==> config.mk <==
export PLATFORM = sky130hd
export DESIGN_NAME = cmd_dispatch
export DESIGN_NICKNAME = d
export VERILOG_FILES = /design/src/rtl/cdx_pkg.sv /design/src/rtl/cdx_regfile.sv /design/src/rtl/cdx_slot_tbl.sv /design/src/rtl/cdx_capture.sv /design/src/rtl/cmd_dispatch.sv
export SDC_FILE = /design/constraint.sdc
export NUM_CORES = 2
export LEC_CHECK = 0
export BUFFER_PORTS_ARGS = -buffer_cell sky130_fd_sc_hd__buf_2
export CAP_MARGIN = 20
export CORE_MARGIN = 3
export CORE_UTILIZATION = 55
export CTS_BUF_LIST = sky130_fd_sc_hd__clkbuf_4
export CTS_CLUSTER_DIAMETER = 120
export DETAILED_ROUTE_END_ITERATION = 6
export PLACE_DENSITY = 0.72
export SLEW_MARGIN = 20
export SYNTH_ARGS = -nofsm -noshare
export SYNTH_HDL_FRONTEND = slang
export SYNTH_SLANG_ARGS = --single-unit
==> constraint.sdc <==
create_clock -name clk -period 4.4 [get_ports clk]
set_input_delay 0.88 -clock clk [delete_from_list [all_inputs] [get_ports clk]]
set_output_delay 0.88 -clock clk [all_outputs]
set_load 0.02 [all_outputs]
==> src/rtl/cdx_pkg.sv <==
package cdx_pkg;
  localparam int ERR_SEQ   = 0;
  localparam int ERR_RANGE = 1;
  localparam int ERR_UNL   = 2;
  localparam int ERR_OVF   = 3;
  localparam int ERR_W     = 4;

  // trigger index of a macro slot
  function automatic int unsigned entry_index(int unsigned base, int unsigned slot);
    return base + 2 * slot;
  endfunction

  // argument port index of a macro slot
  function automatic int unsigned arg_index(int unsigned base, int unsigned slot);
    return entry_index(base, slot) + 1;
  endfunction
endpackage

==> src/rtl/cdx_regfile.sv <==
module cdx_regfile #(
  parameter int MIDX_W    = 13,
  parameter int DATA_W    = 32,
  parameter int REG_DEPTH = 64,
  parameter int NUM_TRIG  = 3,
  parameter logic [NUM_TRIG*MIDX_W-1:0] TRIG_LIST = {13'd40, 13'd21, 13'd12},
  localparam int RA_W = $clog2(REG_DEPTH)
) (
  input  logic                clk,
  input  logic                rst_n,
  input  logic                we,
  input  logic [RA_W-1:0]     waddr,
  input  logic [DATA_W-1:0]   wdata,
  input  logic [RA_W-1:0]     raddr,
  output logic [DATA_W-1:0]   rdata,
  output logic [NUM_TRIG-1:0] trig_o
);
  logic [DATA_W-1:0]   mem [REG_DEPTH];
  logic [NUM_TRIG-1:0] trig_hit;

  always_ff @(posedge clk or negedge rst_n) begin
    if (!rst_n) begin
      for (int i = 0; i < REG_DEPTH; i++) mem[i] <= '0;
    end else if (we) begin
      mem[waddr] <= wdata;
    end
  end

  assign rdata = mem[raddr];

  for (genvar k = 0; k < NUM_TRIG; k++) begin : g_trig
    assign trig_hit[k] = we && (MIDX_W'(waddr) == TRIG_LIST[k*MIDX_W +: MIDX_W]);
  end

  always_ff @(posedge clk or negedge rst_n) begin
    if (!rst_n) trig_o <= '0;
    else        trig_o <= trig_hit;
  end


  reg_store_chk: assert property (@(posedge clk) disable iff (!rst_n)
    we |=> mem[$past(waddr)] == $past(wdata));

  trig_onehot_chk: assert property (@(posedge clk) disable iff (!rst_n)
    $onehot0(trig_o));

  trig_cause_chk: assert property (@(posedge clk) disable iff (!rst_n)
    (|trig_hit) |=> (|trig_o));
endmodule

==> src/rtl/cdx_slot_tbl.sv <==
module cdx_slot_tbl #(
  parameter int NUM_SLOTS = 16,
  localparam int SLOT_W = $clog2(NUM_SLOTS)
) (
  input  logic                 clk,
  input  logic                 rst_n,
  input  logic                 upl_valid,
  input  logic [SLOT_W-1:0]    upl_slot,
  output logic [NUM_SLOTS-1:0] loaded
);
  always_ff @(posedge clk or negedge rst_n) begin
    if (!rst_n)         loaded <= '0;
    else if (upl_valid) loaded[upl_slot] <= 1'b1;
  end


  slot_mark_chk: assert property (@(posedge clk) disable iff (!rst_n)
    upl_valid |=> loaded[$past(upl_slot)]);

  slot_keep_chk: assert property (@(posedge clk) disable iff (!rst_n)
    (&loaded) |=> (&loaded));
endmodule

==> src/rtl/cdx_capture.sv <==
module cdx_capture #(
  parameter int MIDX_W     = 13,
  parameter int DATA_W     = 32,
  parameter int REM_W      = 8,
  parameter int unsigned MACRO_BASE = 'hE00,
  parameter int NUM_SLOTS  = 16,
  parameter int PBUF_DEPTH = 8,
  localparam int SLOT_W = $clog2(NUM_SLOTS),
  localparam int CNT_W  = $clog2(PBUF_DEPTH + 1)
) (
  input  logic                         clk,
  input  logic                         rst_n,
  input  logic                         acc,
  input  logic [MIDX_W-1:0]            method,
  input  logic [DATA_W-1:0]            data,
  input  logic [REM_W-1:0]             remain,
  input  logic [NUM_SLOTS-1:0]         loaded,
  input  logic                         call_ack,
  output logic                         pass_reg,
  output logic                         ev_seq,
  output logic                         ev_unl,
  output logic                         ev_ovf,
  output logic                         call_valid,
  output logic [SLOT_W-1:0]            call_id,
  output logic [CNT_W-1:0]             call_count,
  output logic [PBUF_DEPTH*DATA_W-1:0] call_params
);
  logic              busy_q;
  logic [SLOT_W-1:0] slot_q;
  logic [CNT_W-1:0]  cnt_q;
  logic [DATA_W-1:0] pbuf_q [PBUF_DEPTH];

  logic              is_mac, in_slot_ok, arg_port;
  logic [MIDX_W-1:0] off;
  logic [SLOT_W-1:0] in_slot, cur_slot;
  logic              start, bad_slot, odd_start, wrong_port, cont;
  logic              take, room, last, fire;
  logic [CNT_W-1:0]  cnt_nx;

  assign is_mac     = 32'(method) >= MACRO_BASE;
  assign off        = method - MIDX_W'(MACRO_BASE);
  assign in_slot_ok = (32'(off) >> 1) < NUM_SLOTS;
  assign in_slot    = off[SLOT_W:1];
  assign arg_port   = 32'(method) == cdx_pkg::arg_index(MACRO_BASE, 32'(slot_q));

  assign start      = acc & ~busy_q & is_mac & ~off[0] &  in_slot_ok;
  assign bad_slot   = acc & ~busy_q & is_mac & ~off[0] & ~in_slot_ok;
  assign odd_start  = acc & ~busy_q & is_mac &  off[0];
  assign wrong_port = acc &  busy_q & ~arg_port;
  assign cont       = acc &  busy_q &  arg_port;
  assign pass_reg   = acc & ~busy_q & ~is_mac;

  assign take     = start | cont;
  assign room     = 32'(cnt_q) < PBUF_DEPTH;
  assign cnt_nx   = room ? cnt_q + 1'b1 : cnt_q;
  assign last     = take & (remain == '0);
  assign cur_slot = busy_q ? slot_q : in_slot;
  assign fire     = last &  loaded[cur_slot];

  assign ev_seq = odd_start | wrong_port;
  assign ev_unl = (last & ~loaded[cur_slot]) | bad_slot;
  assign ev_ovf = take & ~room;

  always_ff @(posedge clk or negedge rst_n) begin
    if (!rst_n) begin
      busy_q <= 1'b0;
      slot_q <= '0;
      cnt_q  <= '0;
      for (int i = 0; i < PBUF_DEPTH; i++) pbuf_q[i] <= '0;
    end else begin
      for (int i = 0; i < PBUF_DEPTH; i++)
        if (take && room && 32'(cnt_q) == i) pbuf_q[i] <= data;
      if (last) begin
        busy_q <= 1'b0;
        cnt_q  <= '0;
      end else if (take) begin
        busy_q <= 1'b1;
        slot_q <= cur_slot;
        cnt_q  <= cnt_nx;
      end
    end
  end

  always_ff @(posedge clk or negedge rst_n) begin
    if (!rst_n) begin
      call_valid  <= 1'b0;
      call_id     <= '0;
      call_count  <= '0;
      call_params <= '0;
    end else if (fire) begin
      call_valid <= 1'b1;
      call_id    <= cur_slot;
      call_count <= cnt_nx;
      for (int i = 0; i < PBUF_DEPTH; i++)
        call_params[i*DATA_W +: DATA_W] <= (room && 32'(cnt_q) == i) ? data : pbuf_q[i];
    end else if (call_ack) begin
      call_valid <= 1'b0;
    end
  end


  call_hold_chk: assert property (@(posedge clk) disable iff (!rst_n)
    call_valid && !call_ack |=> call_valid && $stable(call_id)
                                && $stable(call_count) && $stable(call_params));

  call_cnt_chk: assert property (@(posedge clk) disable iff (!rst_n)
    call_valid |-> (call_count != '0) && (32'(call_count) <= PBUF_DEPTH));

  close_idle_chk: assert property (@(posedge clk) disable iff (!rst_n)
    last |=> !busy_q && cnt_q == '0);

  no_call_unl_chk: assert property (@(posedge clk) disable iff (!rst_n)
    (last && !loaded[cur_slot] && !call_valid) |=> !call_valid);
endmodule

==> src/rtl/cmd_dispatch.sv <==
module cmd_dispatch #(
  parameter int MIDX_W     = 13,
  parameter int DATA_W     = 32,
  parameter int REM_W      = 8,
  parameter int REG_DEPTH  = 64,
  parameter int unsigned MACRO_BASE = 'hE00,
  parameter int NUM_SLOTS  = 16,
  parameter int PBUF_DEPTH = 8,
  parameter int NUM_TRIG   = 3,
  parameter logic [NUM_TRIG*MIDX_W-1:0] TRIG_LIST = {13'd40, 13'd21, 13'd12},
  localparam int RA_W   = $clog2(REG_DEPTH),
  localparam int SLOT_W = $clog2(NUM_SLOTS),
  localparam int CNT_W  = $clog2(PBUF_DEPTH + 1)
) (
  input  logic                         clk,
  input  logic                         rst_n,
  input  logic                         wr_valid,
  output logic                         wr_ready,
  input  logic [MIDX_W-1:0]            wr_method,
  input  logic [DATA_W-1:0]            wr_data,
  input  logic [REM_W-1:0]             wr_remain,
  input  logic                         upl_valid,
  input  logic [SLOT_W-1:0]            upl_slot,
  input  logic [RA_W-1:0]              rd_addr,
  output logic [DATA_W-1:0]            rd_data,
  output logic [NUM_TRIG-1:0]          trig_o,
  output logic                         call_valid,
  output logic [SLOT_W-1:0]            call_id,
  output logic [CNT_W-1:0]             call_count,
  output logic [PBUF_DEPTH*DATA_W-1:0] call_params,
  input  logic                         call_ack,
  output logic [cdx_pkg::ERR_W-1:0]    err_o
);
  import cdx_pkg::*;

  logic                 acc, pass_reg, reg_hit;
  logic                 ev_seq, ev_unl, ev_ovf, ev_range;
  logic [NUM_SLOTS-1:0] loaded;
  logic [ERR_W-1:0]     err_set;

  assign wr_ready = ~call_valid;
  assign acc      = wr_valid & wr_ready;
  assign reg_hit  = pass_reg & (32'(wr_method) < REG_DEPTH);
  assign ev_range = pass_reg & ~reg_hit;

  cdx_capture #(
    .MIDX_W(MIDX_W), .DATA_W(DATA_W), .REM_W(REM_W), .MACRO_BASE(MACRO_BASE),
    .NUM_SLOTS(NUM_SLOTS), .PBUF_DEPTH(PBUF_DEPTH)
  ) u_cap (
    .clk(clk), .rst_n(rst_n), .acc(acc), .method(wr_method), .data(wr_data),
    .remain(wr_remain), .loaded(loaded), .call_ack(call_ack),
    .pass_reg(pass_reg), .ev_seq(ev_seq), .ev_unl(ev_unl), .ev_ovf(ev_ovf),
    .call_valid(call_valid), .call_id(call_id), .call_count(call_count),
    .call_params(call_params)
  );

  cdx_regfile #(
    .MIDX_W(MIDX_W), .DATA_W(DATA_W), .REG_DEPTH(REG_DEPTH),
    .NUM_TRIG(NUM_TRIG), .TRIG_LIST(TRIG_LIST)
  ) u_rf (
    .clk(clk), .rst_n(rst_n), .we(reg_hit), .waddr(wr_method[RA_W-1:0]),
    .wdata(wr_data), .raddr(rd_addr), .rdata(rd_data), .trig_o(trig_o)
  );

  cdx_slot_tbl #(.NUM_SLOTS(NUM_SLOTS)) u_tbl (
    .clk(clk), .rst_n(rst_n), .upl_valid(upl_valid), .upl_slot(upl_slot),
    .loaded(loaded)
  );

  always_comb begin
    err_set            = '0;
    err_set[ERR_SEQ]   = ev_seq;
    err_set[ERR_RANGE] = ev_range;
    err_set[ERR_UNL]   = ev_unl;
    err_set[ERR_OVF]   = ev_ovf;
  end

  always_ff @(posedge clk or negedge rst_n) begin
    if (!rst_n) err_o <= '0;
    else        err_o <= err_o | err_set;
  end


  err_sticky_chk: assert property (@(posedge clk) disable iff (!rst_n)
    (|err_o) |=> (|err_o));

  ovf_sticky_chk: assert property (@(posedge clk) disable iff (!rst_n)
    err_o[ERR_OVF] |=> err_o[ERR_OVF]);

  call_src_chk: assert property (@(posedge clk) disable iff (!rst_n)
    $rose(call_valid) |-> $past(acc));

  range_flag_chk: assert property (@(posedge clk) disable iff (!rst_n)
    ev_range |=> err_o[ERR_RANGE]);
endmodule

==> metrics.md <==
| Metric | Value |
|---|---|
| Vias | `67590` |
| Util after Layout | `0.632` |
| DRC | `0` |
| Share of cells above drive strength 1 | `0.633` |
| CTS H-Tree Depth | `6` |
| Hold Path Depth | `6` |
| Mapped Cells | `7130` |
| Mapped Area | `approximately 0.12 sq mm` |
| Reg clk slew, reported paths | `roughly 70 ps` |
| R2R setup slack | `820 ps` |
| Vias in the first global route | `72431` |
| Fin crit share | `0.992` |
| Relative slew slack | `0.202` |
| CP arrival | `3490 ps` |
| Starting DRC count in detailed routing | `approximately 4600` |
| CP cell instances | `mux4_2 -> mux4_2 -> a22oi_2 -> nand2_4 -> buf_6` |
| Antenna violations before repair | `6` |
| Main area contributors after synthesis | `dfrtp_1, mux2_2, mux4_2` |
| Register area share after synthesis | `0.559` |
| Final nets | `between 7000 and 8000` |
| Post-synth cell types | `about 50` |
| Gr busiest metal | `met2` |
| Largest net degree at the start of global routing | `approximately 160` |
| Post-Syn Nets | `between 7000 and 8000` |
| Reg2Reg Depth | `8` |
| Max-slew violation count | `0` |
| Max-capacitance violation count | `0` |
| Max FO, Critical Path | `2` |
| Largest area contributor in the netlist | `dfrtp_1` |
| # setup viols final | `0` |
| Share of the synthesized area in the top cell type | `0.559` |
| Total power | `between 0.04 and 0.05 W` |
| Worst hold start | `wr_remain[6]` |
| CP most frequent cell | `mux4_2` |
| Antenna Nets Post-Route | `0` |
| Die ar. | `around 0.22 sq mm` |
| Yosys Warn Count | `0` |
| Post-synth EDFFs | `0` |
| # fillers | `roughly 15000` |
| Buffers & Inverters on Critical Path | `1` |
| Die height | `about 470 um` |
| Overall routed net length | `~300 mm` |
| CP Capture Type | `primary output` |
| Syn-to-layout area delta | `14.0%` |
| Yosys reg bits | `~2600` |
| # rows | `roughly 170` |
| Clock Skews | `around 65 ps` |
| Crit-path slowest cell | `mux4_2` |
| Final hold vios | `0` |
| Vias per inst | `a little over 6` |
| Max VDD drop | `between 300 and 400 uV` |
| Tmin final | `4370 ps` |
| Commonest cells after routing, fill and taps aside | `mux2_2, dfrtp_1, clkbuf_4, mux4_2, buf_2` |
| Routed len/inst | `~27 um` |
| Global-route wire length before repair | `457 mm` |
| 1st-pass router iterations | `6` |
| Placer congestion estimate | `0.805` |
| Synth Flop Type | `dfrtp_1` |
| Worst Hold Class | `in -> reg` |
| Setup TNS | `0 ps` |
| Clock latency on the worst-skew pair | `1400 ps` |
| Sink Count | `between 2000 and 3000` |
| CTS tree | `done` |
| Dpl hpwl | `approximately 180 mm` |
| Die outline width | `approximately 470 um` |
| Critical path class | `reg -> out` |
| Static Leakage | `around 67 nW` |
| Commonest non-fill, non-tap cell in the layout | `mux2_2` |
| Critical Path Start Type | `flip-flop` |
| # IOs | `373` |
| Async SR Flop Fraction | `1.00` |
| Reg2reg start | `u_cap.busy_q$_DFFE_PN0P_` |
| Syn Area/Cell | `between 15 and 20 sq um` |
| Hold EP | `u_cap.cnt_q[2]$_DFFE_PN0P_` |
| F_max | `about 230 MHz` |
| Status | `finished, final reports clean` |
| Total global routing overflow | `0` |
| Root Driver | `clkbuf_4` |
| TritonCTS Buffers | `684` |
| Fraction of met3 tracks used by global routing | `0.0611` |
| Max stage delay on crit path | `roughly 570 ps` |
| Power Dens Cells | `~350 mW/mm^2` |
| Clock Tree Buf Depth | `4` |
| Met2 GRT Util | `0.438` |
| RSZ-0062 raised after global routing | `true` |
| PortBufs | `roughly 370` |
| Effective utilization at floorplan | `0.554` |
| Total GRT Usage | `0.278` |
| R2R Path End | `u_cap.call_params[147]$_DFFE_PN0P_` |
| Worst slew pin tran | `roughly 1200 ps` |
| Met1 Track Usage GR | `0.383` |
| CP top delay family | `multiplexers` |
| CP Data Required Time | `3520 ps` |
| Core ar. | `0.210 sq mm` |
## tightest hold or removal path: cells and delay by family
kind,cells,cell delay [ps]
buffers and inverters,1,70
AOI/OAI and AO/OA,2,140
and+or+nand+nor,3,450
## metal layers
| metal | up-vias | wire [um] |
|---|---|---|
| met1 | 36542 | 128000 |
| met3 | 576 | 18800 |
| li1 | 28352 | - |
| met5 | - | 7 |
| met4 | 2 | 9680 |
| met2 | 2118 | 143000 |
## state kept, by name, indices dropped and copies added (netlist names), 3 cells and up
| signal | flops |
|---|---|
| u_rf.mem | 2048 |
| u_cap.call_params | 256 |
| u_cap.pbuf_q | 256 |
| u_tbl.loaded | 16 |
| err_o | 4 |
| u_cap.call_count | 4 |
| u_cap.call_id | 4 |
| u_cap.cnt_q | 4 |
| u_cap.slot_q | 4 |
| u_rf.trig_o | 3 |
## what timing repair did
| item | in CTS | in global routing |
|---|---|---|
| pin swaps | 22 | 12 |
| endpoints found under the hold margin | 752 | 0 |
| setup endpoints to repair | 31 | 24 |
| gates resized for setup | 106 | 45 |
| hold buffers | 44 | 0 |
| buffers inserted | 1 | 1 |
## cell type report
| type | instances | area [sq um] | share of cell area |
|---|---|---|---|
| Antenna cell | 11 | 27.5 | 0.000207 |
| Inverter | 13 | 48.8 | 0.000368 |
| Tap cell | 2805 | 3510 | 0.0264 |
| Sequential cell | 2601 | 65100 | 0.490 |
| Clock buffer | 1004 | 7540 | 0.0568 |
| Clock inverter | 118 | 662 | 0.00499 |
| Multi-Input combinational cell | 3812 | 49200 | 0.370 |
| Timing Repair Buffer | 759 | 6660 | 0.0502 |
## Yosys cell counts (3+ instances only)
master / instances
and3_1: 4
buf_4: 19
o21ai_0: 11
clkbuf_1: 388
nand4_1: 5
mux4_2: 639
buf_6: 10
nand2b_1: 3
nor2_1: 59
a22oi_1: 60
xnor2_1: 5
nor2b_1: 13
buf_1: 103
nor3_1: 12
a21oi_1: 8
nand3_1: 13
or3b_2: 3
o21bai_1: 9
mux2_1: 133
nor3b_1: 4
a31o_2: 4
buf_2: 184
and2_1: 7
inv_1: 13
nand2_1: 70
o31ai_1: 3
mux2_2: 2698
a31oi_1: 3
a211oi_1: 4
nand3b_1: 6
mux2i_1: 6
dfrtp_1: 2601
ha_1: 4
## logic make-up (layout without fill, tap and decap cells)
family,Yosys count,in the layout,synth area share
buf+inv,717,1894,0.0263
other cells,0,11,0
compound gates,111,111,0.00678
mux,3478,3478,0.398
xor+xnor,6,6,0.000451
simple gates,213,213,0.00886
flops,2601,2601,0.559
fa+ha+maj,4,4,0.000430
## how the worst max path moves through the flow
stage          slack [ps]     endpoint  cells after the start                      start
2_1_floorplan         320  rd_data[30]                      7                 rd_addr[0]
3_3_place_gp            3  rd_data[23]                      8                 rd_addr[0]
3_5_place_dp           10  rd_data[28]                      7                 rd_addr[0]
4_1_cts              -160  rd_data[11]                      5  u_rf.mem[331]$_DFFE_PN0P_
5_1_grt              -130  rd_data[28]                      5  u_rf.mem[284]$_DFFE_PN0P_
6_report               30  rd_data[28]                      5  u_rf.mem[284]$_DFFE_PN0P_
## power breakdown
part | total (W) | switching (W) | internal, W
Sequential | 0.0240 | 0.0000295 | 0.0240
Combinational | 0.00200 | 0.00141 | 0.000589
Clock | 0.0204 | 0.00963 | 0.0108
## per-stage QoR
step,std cells,hold WS (ps),area [sq um],setup WS [ps]
2_1_floorplan,7130,423,116000,323
3_3_place_gp,9944,436,123000,2.91
3_5_place_dp,9945,454,123000,10.3
4_1_cts,11112,5.73,132000,-156
5_1_grt,11115,96.2,133000,-132
6_report,11123,189,133000,34.6
No activity file was read; power rests on OpenSTA's default activity.
